### src/rtl/pwm_timer_pkg.sv
package pwm_timer_pkg;
  localparam int REG_W = 16;
  localparam int NCMP  = 4;

  localparam logic [5:0] OFS_CTL  = 6'h00;
  localparam logic [5:0] OFS_MODE = 6'h04;
  localparam logic [5:0] OFS_IOC  = 6'h08;
  localparam logic [5:0] OFS_CNT  = 6'h14;
  localparam logic [5:0] OFS_CMP0 = 6'h18;

  typedef enum logic [1:0] {
    ACT_KEEP = 2'd0,
    ACT_LOW  = 2'd1,
    ACT_HIGH = 2'd2,
    ACT_FLIP = 2'd3
  } match_act_e;

  // one-hot select of the compare register that clears the counter
  function automatic logic [NCMP-1:0] clear_select(input logic [2:0] code);
    case (code)
      3'd1:    return 4'b0001;
      3'd2:    return 4'b0010;
      3'd5:    return 4'b0100;
      3'd6:    return 4'b1000;
      default: return 4'b0000;
    endcase
  endfunction

  // count-enable pulse derived from the shared phase counter
  function automatic logic phase_tick(input logic [5:0] phase,
                                      input logic [1:0] psc,
                                      input logic [1:0] edge_code);
    logic [6:0] span;
    logic [5:0] mask;
    logic [5:0] half;
    logic [5:0] p;
    logic       rise;
    logic       fall;
    span = 7'd1 << {psc, 1'b0};
    mask = 6'((span - 7'd1));
    half = 6'((span >> 1));
    p    = phase & mask;
    rise = (p == half - 6'd1);
    fall = (p == mask);
    if (psc == 2'd0) return 1'b1;
    if (edge_code[1]) return rise | fall;
    if (edge_code[0]) return fall;
    return rise;
  endfunction
endpackage

### src/rtl/pwm_tick_gen.sv
module pwm_tick_gen
  import pwm_timer_pkg::*;
#(
  parameter int NCH = 4
) (
  input  logic                clk,
  input  logic                rst_n,
  input  logic [NCH-1:0][1:0] psc_sel,
  input  logic [NCH-1:0][1:0] edge_sel,
  output logic [NCH-1:0]      tick
);
  localparam int PHASE_W = 6;

  logic [PHASE_W-1:0] phase_q;

  always_ff @(posedge clk or negedge rst_n) begin
    if (!rst_n) phase_q <= '0;
    else        phase_q <= phase_q + 1'b1;
  end

  for (genvar c = 0; c < NCH; c++) begin : g_tick
    assign tick[c] = phase_tick(phase_q, psc_sel[c], edge_sel[c]);
  end
endmodule

### src/rtl/pwm_channel.sv
module pwm_channel
  import pwm_timer_pkg::*;
(
  input  logic                       clk,
  input  logic                       rst_n,
  input  logic                       run,
  input  logic                       tick,
  input  logic                       wr_ctl,
  input  logic                       wr_mode,
  input  logic                       wr_ioc,
  input  logic                       wr_cnt,
  input  logic [NCMP-1:0]            wr_cmp,
  input  logic [REG_W-1:0]           wdata,
  output logic [REG_W-1:0]           ctl_q,
  output logic [REG_W-1:0]           mode_q,
  output logic [REG_W-1:0]           ioc_q,
  output logic [REG_W-1:0]           cnt_q,
  output logic [NCMP-1:0][REG_W-1:0] cmp_q,
  output logic                       pin
);
  logic [NCMP-1:0] hit;
  logic            clr_hit;
  logic            pwm_mode;
  logic            count_en;
  logic            pin_nxt;
  logic [REG_W-1:0] cnt_nxt;
  match_act_e      act;

  for (genvar k = 0; k < NCMP; k++) begin : g_cmp
    assign hit[k] = (cnt_q == cmp_q[k]);
    always_ff @(posedge clk or negedge rst_n) begin
      if (!rst_n)        cmp_q[k] <= '0;
      else if (wr_cmp[k]) cmp_q[k] <= wdata;
    end
  end

  assign clr_hit  = |(hit & clear_select(ctl_q[7:5]));
  assign pwm_mode = (mode_q[1:0] == 2'd2);
  assign count_en = run & tick;
  assign act      = match_act_e'(ioc_q[1:0]);

  always_comb begin
    pin_nxt = pin;
    if (count_en) begin
      if (hit[0]) begin
        case (act)
          ACT_LOW:  pin_nxt = 1'b0;
          ACT_HIGH: pin_nxt = 1'b1;
          ACT_FLIP: pin_nxt = ~pin;
          default:  pin_nxt = pin;
        endcase
      end
      if (pwm_mode && clr_hit) pin_nxt = ioc_q[2];
    end else if (!run && wr_ioc) begin
      pin_nxt = wdata[2];
    end
  end

  always_comb begin
    cnt_nxt = cnt_q;
    if (wr_cnt)        cnt_nxt = wdata;
    else if (count_en) cnt_nxt = clr_hit ? '0 : cnt_q + 1'b1;
  end

  always_ff @(posedge clk or negedge rst_n) begin
    if (!rst_n) begin
      ctl_q  <= '0;
      mode_q <= '0;
      ioc_q  <= '0;
      cnt_q  <= '0;
      pin    <= 1'b0;
    end else begin
      if (wr_ctl)  ctl_q  <= wdata;
      if (wr_mode) mode_q <= wdata;
      if (wr_ioc)  ioc_q  <= wdata;
      cnt_q <= cnt_nxt;
      pin   <= pin_nxt;
    end
  end

  assert_hold_halted_R2: assert property (@(posedge clk) disable iff (!rst_n)
    (!run && !wr_cnt) |=> $stable(cnt_q));
  assert_wrap_R4: assert property (@(posedge clk) disable iff (!rst_n)
    (count_en && !wr_cnt && !clr_hit && cnt_q == 16'hFFFF) |=> (cnt_q == 16'h0000));
  assert_clear_R5: assert property (@(posedge clk) disable iff (!rst_n)
    (count_en && !wr_cnt && clr_hit) |=> (cnt_q == 16'h0000));
  assert_pwm_restore_R7: assert property (@(posedge clk) disable iff (!rst_n)
    (count_en && pwm_mode && clr_hit) |=> (pin == $past(ioc_q[2])));
  assert_force_level_R8: assert property (@(posedge clk) disable iff (!rst_n)
    (!run && wr_ioc) |=> (pin == $past(wdata[2])));
  assert_cnt_override_R11: assert property (@(posedge clk) disable iff (!rst_n)
    wr_cnt |=> (cnt_q == $past(wdata)));
endmodule

### src/rtl/pwm_timer_unit.sv
module pwm_timer_unit
  import pwm_timer_pkg::*;
#(
  parameter int NCH       = 4,
  parameter int CH_BASE   = 16,
  parameter int CH_STRIDE = 64,
  parameter int ADDR_W    = $clog2(CH_BASE + NCH * CH_STRIDE)
) (
  input  logic              clk,
  input  logic              rst_n,
  input  logic              bus_we,
  input  logic [ADDR_W-1:0] bus_addr,
  input  logic [REG_W-1:0]  bus_wdata,
  output logic [REG_W-1:0]  bus_rdata,
  output logic [NCH-1:0]    pwm_out
);
  localparam int OFS_W    = $clog2(CH_STRIDE);
  localparam int CH_IDX_W = ADDR_W - OFS_W;

  logic [NCH-1:0]      start_q;
  logic [ADDR_W-1:0]   rel_addr;
  logic                in_ch_space;
  logic [CH_IDX_W-1:0] ch_idx;
  logic [OFS_W-1:0]    reg_ofs;
  logic                start_hit;
  logic [NCH-1:0]      tick;
  logic [NCH-1:0][1:0] psc_sel;
  logic [NCH-1:0][1:0] edge_sel;

  logic [REG_W-1:0]           ctl_a  [NCH];
  logic [REG_W-1:0]           mode_a [NCH];
  logic [REG_W-1:0]           ioc_a  [NCH];
  logic [REG_W-1:0]           cnt_a  [NCH];
  logic [NCMP-1:0][REG_W-1:0] cmp_a  [NCH];

  assign rel_addr    = bus_addr - ADDR_W'(CH_BASE);
  assign in_ch_space = (bus_addr >= ADDR_W'(CH_BASE));
  assign ch_idx      = rel_addr[ADDR_W-1:OFS_W];
  assign reg_ofs     = rel_addr[OFS_W-1:0];
  assign start_hit   = (bus_addr == '0);

  always_ff @(posedge clk or negedge rst_n) begin
    if (!rst_n)                   start_q <= '0;
    else if (bus_we && start_hit) start_q <= bus_wdata[NCH-1:0];
  end

  pwm_tick_gen #(.NCH(NCH)) u_ticks (
    .clk      (clk),
    .rst_n    (rst_n),
    .psc_sel  (psc_sel),
    .edge_sel (edge_sel),
    .tick     (tick)
  );

  for (genvar c = 0; c < NCH; c++) begin : g_ch
    logic            sel;
    logic [NCMP-1:0] wr_cmp;
    assign sel = in_ch_space && (ch_idx == CH_IDX_W'(c)) && bus_we;
    for (genvar k = 0; k < NCMP; k++) begin : g_wcmp
      assign wr_cmp[k] = sel && (reg_ofs == OFS_CMP0 + 6'(4 * k));
    end
    assign psc_sel[c]  = ctl_a[c][1:0];
    assign edge_sel[c] = ctl_a[c][4:3];

    pwm_channel u_ch (
      .clk     (clk),
      .rst_n   (rst_n),
      .run     (start_q[c]),
      .tick    (tick[c]),
      .wr_ctl  (sel && reg_ofs == OFS_CTL),
      .wr_mode (sel && reg_ofs == OFS_MODE),
      .wr_ioc  (sel && reg_ofs == OFS_IOC),
      .wr_cnt  (sel && reg_ofs == OFS_CNT),
      .wr_cmp  (wr_cmp),
      .wdata   (bus_wdata),
      .ctl_q   (ctl_a[c]),
      .mode_q  (mode_a[c]),
      .ioc_q   (ioc_a[c]),
      .cnt_q   (cnt_a[c]),
      .cmp_q   (cmp_a[c]),
      .pin     (pwm_out[c])
    );
  end

  always_comb begin
    bus_rdata = '0;
    if (start_hit) begin
      bus_rdata = REG_W'(start_q);
    end else if (in_ch_space) begin
      for (int c = 0; c < NCH; c++) begin
        if (ch_idx == CH_IDX_W'(c)) begin
          case (reg_ofs)
            OFS_CTL:  bus_rdata = ctl_a[c];
            OFS_MODE: bus_rdata = mode_a[c];
            OFS_IOC:  bus_rdata = ioc_a[c];
            OFS_CNT:  bus_rdata = cnt_a[c];
            6'h18:    bus_rdata = cmp_a[c][0];
            6'h1C:    bus_rdata = cmp_a[c][1];
            6'h20:    bus_rdata = cmp_a[c][2];
            6'h24:    bus_rdata = cmp_a[c][3];
            default:  bus_rdata = '0;
          endcase
        end
      end
    end
  end

  assert_reset_low_R1: assert property (@(posedge clk) disable iff (!rst_n)
    $rose(rst_n) |-> (pwm_out == '0));
  assert_halted_pins_R2: assert property (@(posedge clk) disable iff (!rst_n)
    (start_q == '0 && !bus_we) |=> $stable(pwm_out));
endmodule

### config.mk
export PLATFORM = sky130hd
export DESIGN_NAME = pwm_timer_unit
export DESIGN_NICKNAME = d
export VERILOG_FILES = /design/src/rtl/pwm_timer_pkg.sv /design/src/rtl/pwm_tick_gen.sv /design/src/rtl/pwm_channel.sv /design/src/rtl/pwm_timer_unit.sv
export SDC_FILE = /design/constraint.sdc
export NUM_CORES = 1
export LEC_CHECK = 0
export ABC_CLOCK_PERIOD_IN_PS = 3400
export BUFFER_PORTS_ARGS = -buffer_cell sky130_fd_sc_hd__clkbuf_2
export CAP_MARGIN = 20
export CORE_ASPECT_RATIO = 1.5
export CORE_MARGIN = 2
export CORE_UTILIZATION = 60
export DETAILED_ROUTE_END_ITERATION = 6
export PLACE_DENSITY = 0.87
export SYNTH_ARGS = -nofsm -noshare
export SYNTH_HDL_FRONTEND = slang
export SYNTH_HIERARCHICAL = 1
export SYNTH_SLANG_ARGS = --single-unit
export TNS_END_PERCENT = 50
### constraint.sdc
create_clock -name clk -period 3.4 [get_ports clk]
set_input_delay 0.34 -clock clk [delete_from_list [all_inputs] [get_ports clk]]
set_output_delay 0.34 -clock clk [all_outputs]
set_load 0.02 [all_outputs]
==> impl_metrics.toml, run 1 <==
[cells_and_area]
layout_common_cells = "dfrtp_1 (526), mux2_2 (450), xor2_1 (206)"
drive_above_1_share = 0.273
nets = 2851
area_growth_pct = 9.29
insertedDiodeCount = 0
nFillCells = 3690
final_common_cell = "dfrtp_1"

[worst_setup_path]
cp-end-kind = "output port"
path_max_fanout = 12
required_ns = 3.06
cp-start-kind = "primary input"
cp.buffers_inverters = 4
critPathTopFamily = "simple AND/OR/NAND/NOR gates"
crit_type = "primary input to output port"
crit_path_max_incr_delay_ns = 0.59
slowest_stage = "a311oi_1"
critPathArrivalTime_ns = 3.10
path_cells = "clkbuf_2, or4b_1, buf_4, nor2_8, buf_4, a222oi_1, nand4_1, o21ai_1, a311oi_1, clkbuf_2"

[power_and_ir_drop]
seqPwrFrac = 0.464
vdd_ir_drop_max_mv = 0.466
leakage_nw = 14.4
switchingPower_mw = 4.44
pwr-share-clk = 0.375
p_sw_frac = 0.294
p_comb_frac = 0.161
p_per_area_nw_per_um2 = 459
p_int_mw = 10.6
finalPower_mw = 15.1

[clocking]
h-tree-depth = 2
root_buffer = "clkbuf_16"
path_clk_slew_ns = 0.06
clock_path_buffers = 3
cts_tree = "built"
cts_sinks = 526
postCtsSetupRepairBufs = 0
cts_buffers = 51
clk_latency_ns = 0.60

[timing]
fin_crit_ns = 3.44
worst_slack_ns = -0.0445
hold_ws_ns = 0.203
period_share = 1.01
final-max-slew-violation-count = 0
fmaxAchievable_mhz = 290
finClkSkew_ns = 0.0258
tightest_slew_ns = 1.28
slew_headroom = 0.145
hold_viol = 0
final-setup-viol-count = 1

[grt]
grt_use_total = 0.410
grt_max_degree = 98
grt_pass1_vias = 25600
overflow = 0
grt_antenna_before_repair = 2
grt_pass1_wl_um = 161000

[route]
drt-initial-drc-count = 3926
route.detailed.drc = 33
antenna_left = 0
dr_wl_met2_um = 48500
drt_wl_total_um = 107000
drt-met1-wl_um = 35900
vias = 25200
met3_length_um = 12000
routedWlPerCell_um = 30.7
top_layer = "met4"
vias_per_cell = 7.23
firstDrtPassIters = 7

[logic_synthesis]
syn_nets = 2834
syn_inst = 2773
synth_edf_count = 0
yosys_warnings = 6
async_reset_ff_frac = 1.00
yosysSeqAreaShare = 0.438
synth_seq_cells = 526
synthFlopType = "dfrtp_1"
avgSynthCellArea_um2 = 10.8
syn-cell-area_um2 = 30100
synth.distinct_cells = 73

[status]
violations = "DRC, setup timing"
outcome = "finished with violations"

[floorplanning]
die_w_um = 187
die_h_um = 278
dieArea_um2 = 51900
io_pins = 48
initial_core_util = 0.607
core_area_um2 = 49500
num_rows = 100

[flow_run]
maxCapViolations = 0

[place]
gp_congestion = 1.05
hpwl_um = 71100
place_ws_ns = 0.0519
io_buffers = 47

[worst_hold_path]
hold_class = "primary input to register"
==> cell type report <==
class | count | area, µm² | share of cell area
clock buffers | 72 | 1460 | 0.0443
clock inverters | 19 | 164 | 0.00499
inverters | 78 | 293 | 0.00891
multi-input cells | 1939 | 15400 | 0.469
flip-flops and latches | 526 | 13200 | 0.401
well taps | 663 | 830 | 0.0252
repair buffers | 194 | 1550 | 0.0472
==> synthesized netlist by cell type, types with 8 or more instances <==
master    count  area share
a21oi_1     106       0.018
buf_2        34      0.0057
and2_1       23      0.0048
nor2b_1      30      0.0062
nand3_1      80       0.013
a222oi_1     22      0.0073
nor3b_1       9      0.0022
a41oi_1       9      0.0026
mux2i_1      31       0.010
buf_4        63       0.016
o22ai_1      10      0.0021
a221oi_1     27      0.0079
xor2_1      206       0.060
xnor2_1      59       0.017
a32oi_1      41       0.012
nand4_1      37      0.0077
nand2b_1     14      0.0029
dfrtp_1     526        0.44
nand3b_1     23      0.0057
clkbuf_1    101       0.013
a211oi_1     19      0.0047
a31oi_1      24      0.0050
nor3_1       45      0.0075
and3_1       41      0.0085
a22oi_1      89       0.022
a22o_1       15      0.0044
nor4_1       71       0.015
buf_1        13      0.0016
nor2_1       75      0.0094
or3_1         8      0.0017
a32o_1       11      0.0037
buf_6        19      0.0071
nand2_1     157       0.020
ha_1         33       0.014
inv_1        78      0.0097
mux2_2      450        0.17
o21ai_0      59      0.0098
==> power groups by stage <==
stage	Combinational [mW]	Sequential (mW)	Clock, mW
final	2.43	7.01	5.65
after global routing	2.61	7.03	5.88
after CTS	2.35	6.98	5.64
after detailed placement	2.32	7.09	0
after global placement	2.22	7.08	0
after floorplan	1.76	6.80	0
==> final timing paths <==
path | startpoint | end | slack, ns | cells past startpoint
setup reg to reg | g_ch[3].u_ch/ctl_q[1]$_DFFE_PN0P_ | g_ch[3].u_ch/cnt_q[15]$_DFFE_PN0P_ | 0.11 | 12
setup / recovery | bus_addr[5] | bus_rdata[11] | -0.04 | 10
hold reg to reg | g_ch[2].u_ch/ioc_q[14]$_DFFE_PN0P_ | g_ch[2].u_ch/ioc_q[14]$_DFFE_PN0P_ | 0.51 | 1
hold / removal | bus_wdata[2] | g_ch[0].u_ch/cnt_q[2]$_DFFE_PN0P_ | 0.20 | 3
max in group asynchronous | rst_n | g_ch[0].u_ch/cmp_q[30]$_DFFE_PN0P_ | 1.99 | 3
min in group asynchronous | rst_n | g_ch[0].u_ch/cnt_q[11]$_DFFE_PN0P_ | 0.35 | 2
==> cell families (layout without fill, tap and decap cells) <==
kind of cell	count (synthesis)	after routing	share of synthesized area
simple gates	657	657	0.119
flops	526	526	0.438
compound gates	502	502	0.121
mux	481	481	0.179
buf+inv	308	363	0.0525
xor+xnor	266	266	0.0777
fa+ha+maj	33	33	0.0137
==> worst register-to-register path, delay by kind of cell (launching register included) <==
family                     cells  cell delay (ns)
adders and majority gates      2             0.48
DFF                            1             0.51
AOI/OAI and AO/OA              5             1.06
buffers and inverters          2             0.26
and+or+nand+nor                3             0.91
==> metrics by stage <==
stage               utilization  instances  instance area, µm²  TNS (ns)
finish                    0.663       3491               32900   -0.0445
global route              0.663       3491               32900  -0.00849
CTS                       0.662       3491               32800         0
detailed placement        0.629       3399               31200         0
global placement          0.629       3398               31200         0
floorplan                     -       2773               30100         0
==> registers in the layout, indices dropped and copies added (netlist names) <==
signal,count
g_ch.u_ch/cmp_q,256
g_ch.u_ch/cnt_q,64
g_ch.u_ch/ctl_q,64
g_ch.u_ch/ioc_q,64
g_ch.u_ch/mode_q,64
g_ch.u_ch/pin,4
start_q,4
u_ticks/phase_q,6
==> layer usage <==
metal  global-route usage  vias up
met4                0.333        0
met2                0.640     1976
met3                0.101      674
met5                    0        -
li1                     -    10200
met1                0.482    12400
==> repair_timing <==
item                                    4_1_cts  5_1_grt
gates resized for setup                       0        8
endpoints found under the setup margin        0        6
hold buffers                                  1        0
endpoints found under the hold margin        72        0
Power figures use the tool's default switching activity.
==> inputs of run 2 (changes only) <==
--- a/config.mk
+++ b/config.mk
@@ -5,6 +5,7 @@
 export SDC_FILE = /design/constraint.sdc
 export NUM_CORES = 1
 export LEC_CHECK = 0
+export ABC_AREA = 1
 export ABC_CLOCK_PERIOD_IN_PS = 3400
 export BUFFER_PORTS_ARGS = -buffer_cell sky130_fd_sc_hd__clkbuf_2
 export CAP_MARGIN = 20
@@ -12,7 +13,7 @@
 export CORE_MARGIN = 2
 export CORE_UTILIZATION = 60
 export DETAILED_ROUTE_END_ITERATION = 6
-export PLACE_DENSITY = 0.87
+export PLACE_DENSITY = 0.86
 export SYNTH_ARGS = -nofsm -noshare
 export SYNTH_HDL_FRONTEND = slang
 export SYNTH_HIERARCHICAL = 1
==> impl_metrics.toml, run 2 <==
[logic_synthesis]
synthTopCellsByArea = "dfrtp_1 (42%), nand2_1 (20%), nor2_1 (5.5%)"
synthFlopType = "dfrtp_1"
netlist_top_cells_count = "nand2_1 (1667), dfrtp_1 (526), nor2_1 (461), inv_1 (454), o21ai_0 (344)"
yosysSeqAreaShare = 0.418
async_reset_ff_frac = 1.00
synth_edf_count = 0
yosys_warnings = 6
synth.distinct_cells = 43
syn_inst = 4624
yosys.area.top_type = "dfrtp_1"
syn-cell-area_um2 = 31500
synth_seq_cells = 526
avgSynthCellArea_um2 = 6.81
syn_nets = 4685
yosysMostFrequentCell = "nand2_1"
synth_top_area_share = 0.418

[status]
outcome = "finished with violations"
violations = "DRC"

[timing]
fmaxAchievable_mhz = 303
hold_viol = 0
tightest_slew_ns = 1.00
hold_ws_ns = 0.186
final-setup-viol-count = 0
final-max-slew-violation-count = 0
period_share = 0.972
fin_crit_ns = 3.30
finClkSkew_ns = 0.0188
slew_headroom = 0.331
fin_tns_setup_ns = 0
rsz0062_at_grt = "false"

[clocking]
cts_buffers = 50
postCtsSetupRepairBufs = 0
cts_tree = "built"
clk_latency_ns = 0.60
clock_path_buffers = 3
cts_sinks = 526
h-tree-depth = 2
root_buffer = "clkbuf_16"
path_clk_slew_ns = 0.06

[worst_setup_path]
path_max_fanout = 17
critPathTopFamily = "simple AND/OR/NAND/NOR gates"
cp-start-kind = "primary input"
r2r_cells = 17
critPathLaunch = "bus_addr[1]"
crit_path_max_incr_delay_ns = 0.48
crit_cells = 10
cp.buffers_inverters = 3
critPathArrivalTime_ns = 2.96
required_ns = 3.06
r2r_start = "g_ch[3].u_ch/ctl_q[1]$_DFFE_PN0P_"
crit_type = "primary input to output port"
slowest_stage = "nor2_4"
cp-end-kind = "output port"
path_cells = "clkbuf_2, nor2_4, nand2_1, nor2_4, buf_4, nand2_1, nand4_1, o21ai_0, nand4_1, clkbuf_2"

[place]
io_buffers = 47
dpl_cell_area_um2 = 32700
hpwl_um = 75000
gp_congestion = 1.01

[floorplanning]
num_rows = 102
core_area_um2 = 51700
die_w_um = 191
initial_core_util = 0.609
die_h_um = 285
io_pins = 48
dieArea_um2 = 54400

[cells_and_area]
final_area_um2 = 34300
nets = 4674
finish.utilization = 0.664
layout_common_cells = "nand2_1 (1667), dfrtp_1 (526), inv_1 (454)"
insertedDiodeCount = 0
drive_above_1_share = 0.0846
largest_reg_flops = 256
regMostFlops = "g_ch.u_ch/cmp_q"
area_growth_pct = 8.97
final_common_cell = "nand2_1"

[power_and_ir_drop]
leakage_nw = 17.6
vdd_ir_drop_max_mv = 0.597
p_per_area_nw_per_um2 = 491

[route]
vias_per_cell = 6.14
drt_wl_total_um = 113000
firstDrtPassIters = 7
routedWlPerCell_um = 21.3
antenna_left = 0
route.detailed.drc = 8
drt-initial-drc-count = 4067
vias = 32700

[grt]
grt_pass1_vias = 32000
grt_antenna_before_repair = 3
grt_max_degree = 93
grt_pass1_wl_um = 174000
grt_use_total = 0.418
overflow = 0

[flow_run]
maxCapViolations = 0

[worst_hold_path]
hold_start = "bus_wdata[1]"
hold_class = "primary input to register"
min_path_cells = 3
==> run 2: cell types whose count changed in the layout (fill, tap and decap cells not counted), moves of 176 or more <==
cell     delta
nand2_1  +1510
mux2_2    -446
inv_1     +376
nor2_1    +363
o21ai_0   +285
nand3_1   +195
xor2_1    -176
==> run 2: cell families (layout without fill, tap and decap cells) <==
| group | after synthesis | in the layout | share of synthesized area |
|---|---|---|---|
| xor+xnor | 52 | 52 | 0.0145 |
| buf+inv | 734 | 757 | 0.0935 |
| simple gates | 2643 | 2643 | 0.349 |
| flops | 526 | 526 | 0.418 |
| fa+ha+maj | 33 | 33 | 0.0131 |
| compound gates | 632 | 632 | 0.110 |
| mux | 4 | 4 | 0.00143 |
==> run 2: cell type report <==
cell class | instances | area [µm²]
inverter | 522 | 1960
clock buffer | 70 | 1480
tap | 676 | 846
timing repair buffer | 149 | 1200
multi-input combinational | 3364 | 15500
fill | 4342 | 17400
sequential | 526 | 13200
clock inverter | 16 | 163
==> run 2: metal layers <==
metal / GRT usage / vias to the layer above / part of all wire
met5: 0 / - / 0.00037
met4: 0.357 / 6 / 0.10
met3: 0.105 / 754 / 0.12
met2: 0.653 / 2350 / 0.45
met1: 0.478 / 14900 / 0.32
li1: - / 14700 / -
==> run 2: final timing paths <==
check / end / slack, ns
min reg2reg: g_ch[3].u_ch/ioc_q[12]$_DFFE_PN0P_ / 0.49
max reg2reg: g_ch[3].u_ch/cnt_q[15]$_DFFE_PN0P_ / 0.33
min: g_ch[2].u_ch/mode_q[1]$_DFFE_PN0P_ / 0.19
min in group asynchronous: g_ch[2].u_ch/cmp_q[56]$_DFFE_PN0P_ / 0.31
max in group asynchronous: g_ch[1].u_ch/ctl_q[12]$_DFFE_PN0P_ / 1.94
max: bus_rdata[14] / 0.1
==> run 2: power breakdown <==
| part | switching, mW | internal (mW) |
|---|---|---|
| combinational | 2.33 | 1.07 |
| clock | 2.53 | 3.24 |
| sequential | 0.894 | 6.76 |
| total | 5.75 | 11.1 |
==> run 2: what timing repair did <==
item                                    4_1_cts  5_1_grt
hold buffers                                  1        0
hold endpoints to repair                     74        0
endpoints found under the setup margin        0        1
gates resized for setup                       0        1
==> run 2: through the flow <==
step	instances	setup slack, ns	total power, mW
2_1_floorplan	4624	0.977	9.76
3_3_place_gp	5236	0.388	10.9
3_5_place_dp	5236	0.386	11.0
4_1_cts	5323	0.377	16.7
5_1_grt	5323	0.0832	17.5
6_report	5323	0.0963	16.8
==> run 2: worst reg2reg max path, cell delays in order (launching register included) <==
cell      delay, ns
dfrtp_1        0.43
inv_1          0.14
ha_1           0.19
inv_1          0.05
ha_1           0.28
inv_1          0.05
nand2_1        0.04
nand3_1        0.08
nor2_1         0.04
nor2_1         0.08
nand2_1        0.10
nand2_1        0.10
inv_1          0.09
nor2_2         0.39
inv_1          0.38
buf_4          0.30
nand3_1        0.11
o211ai_1       0.10
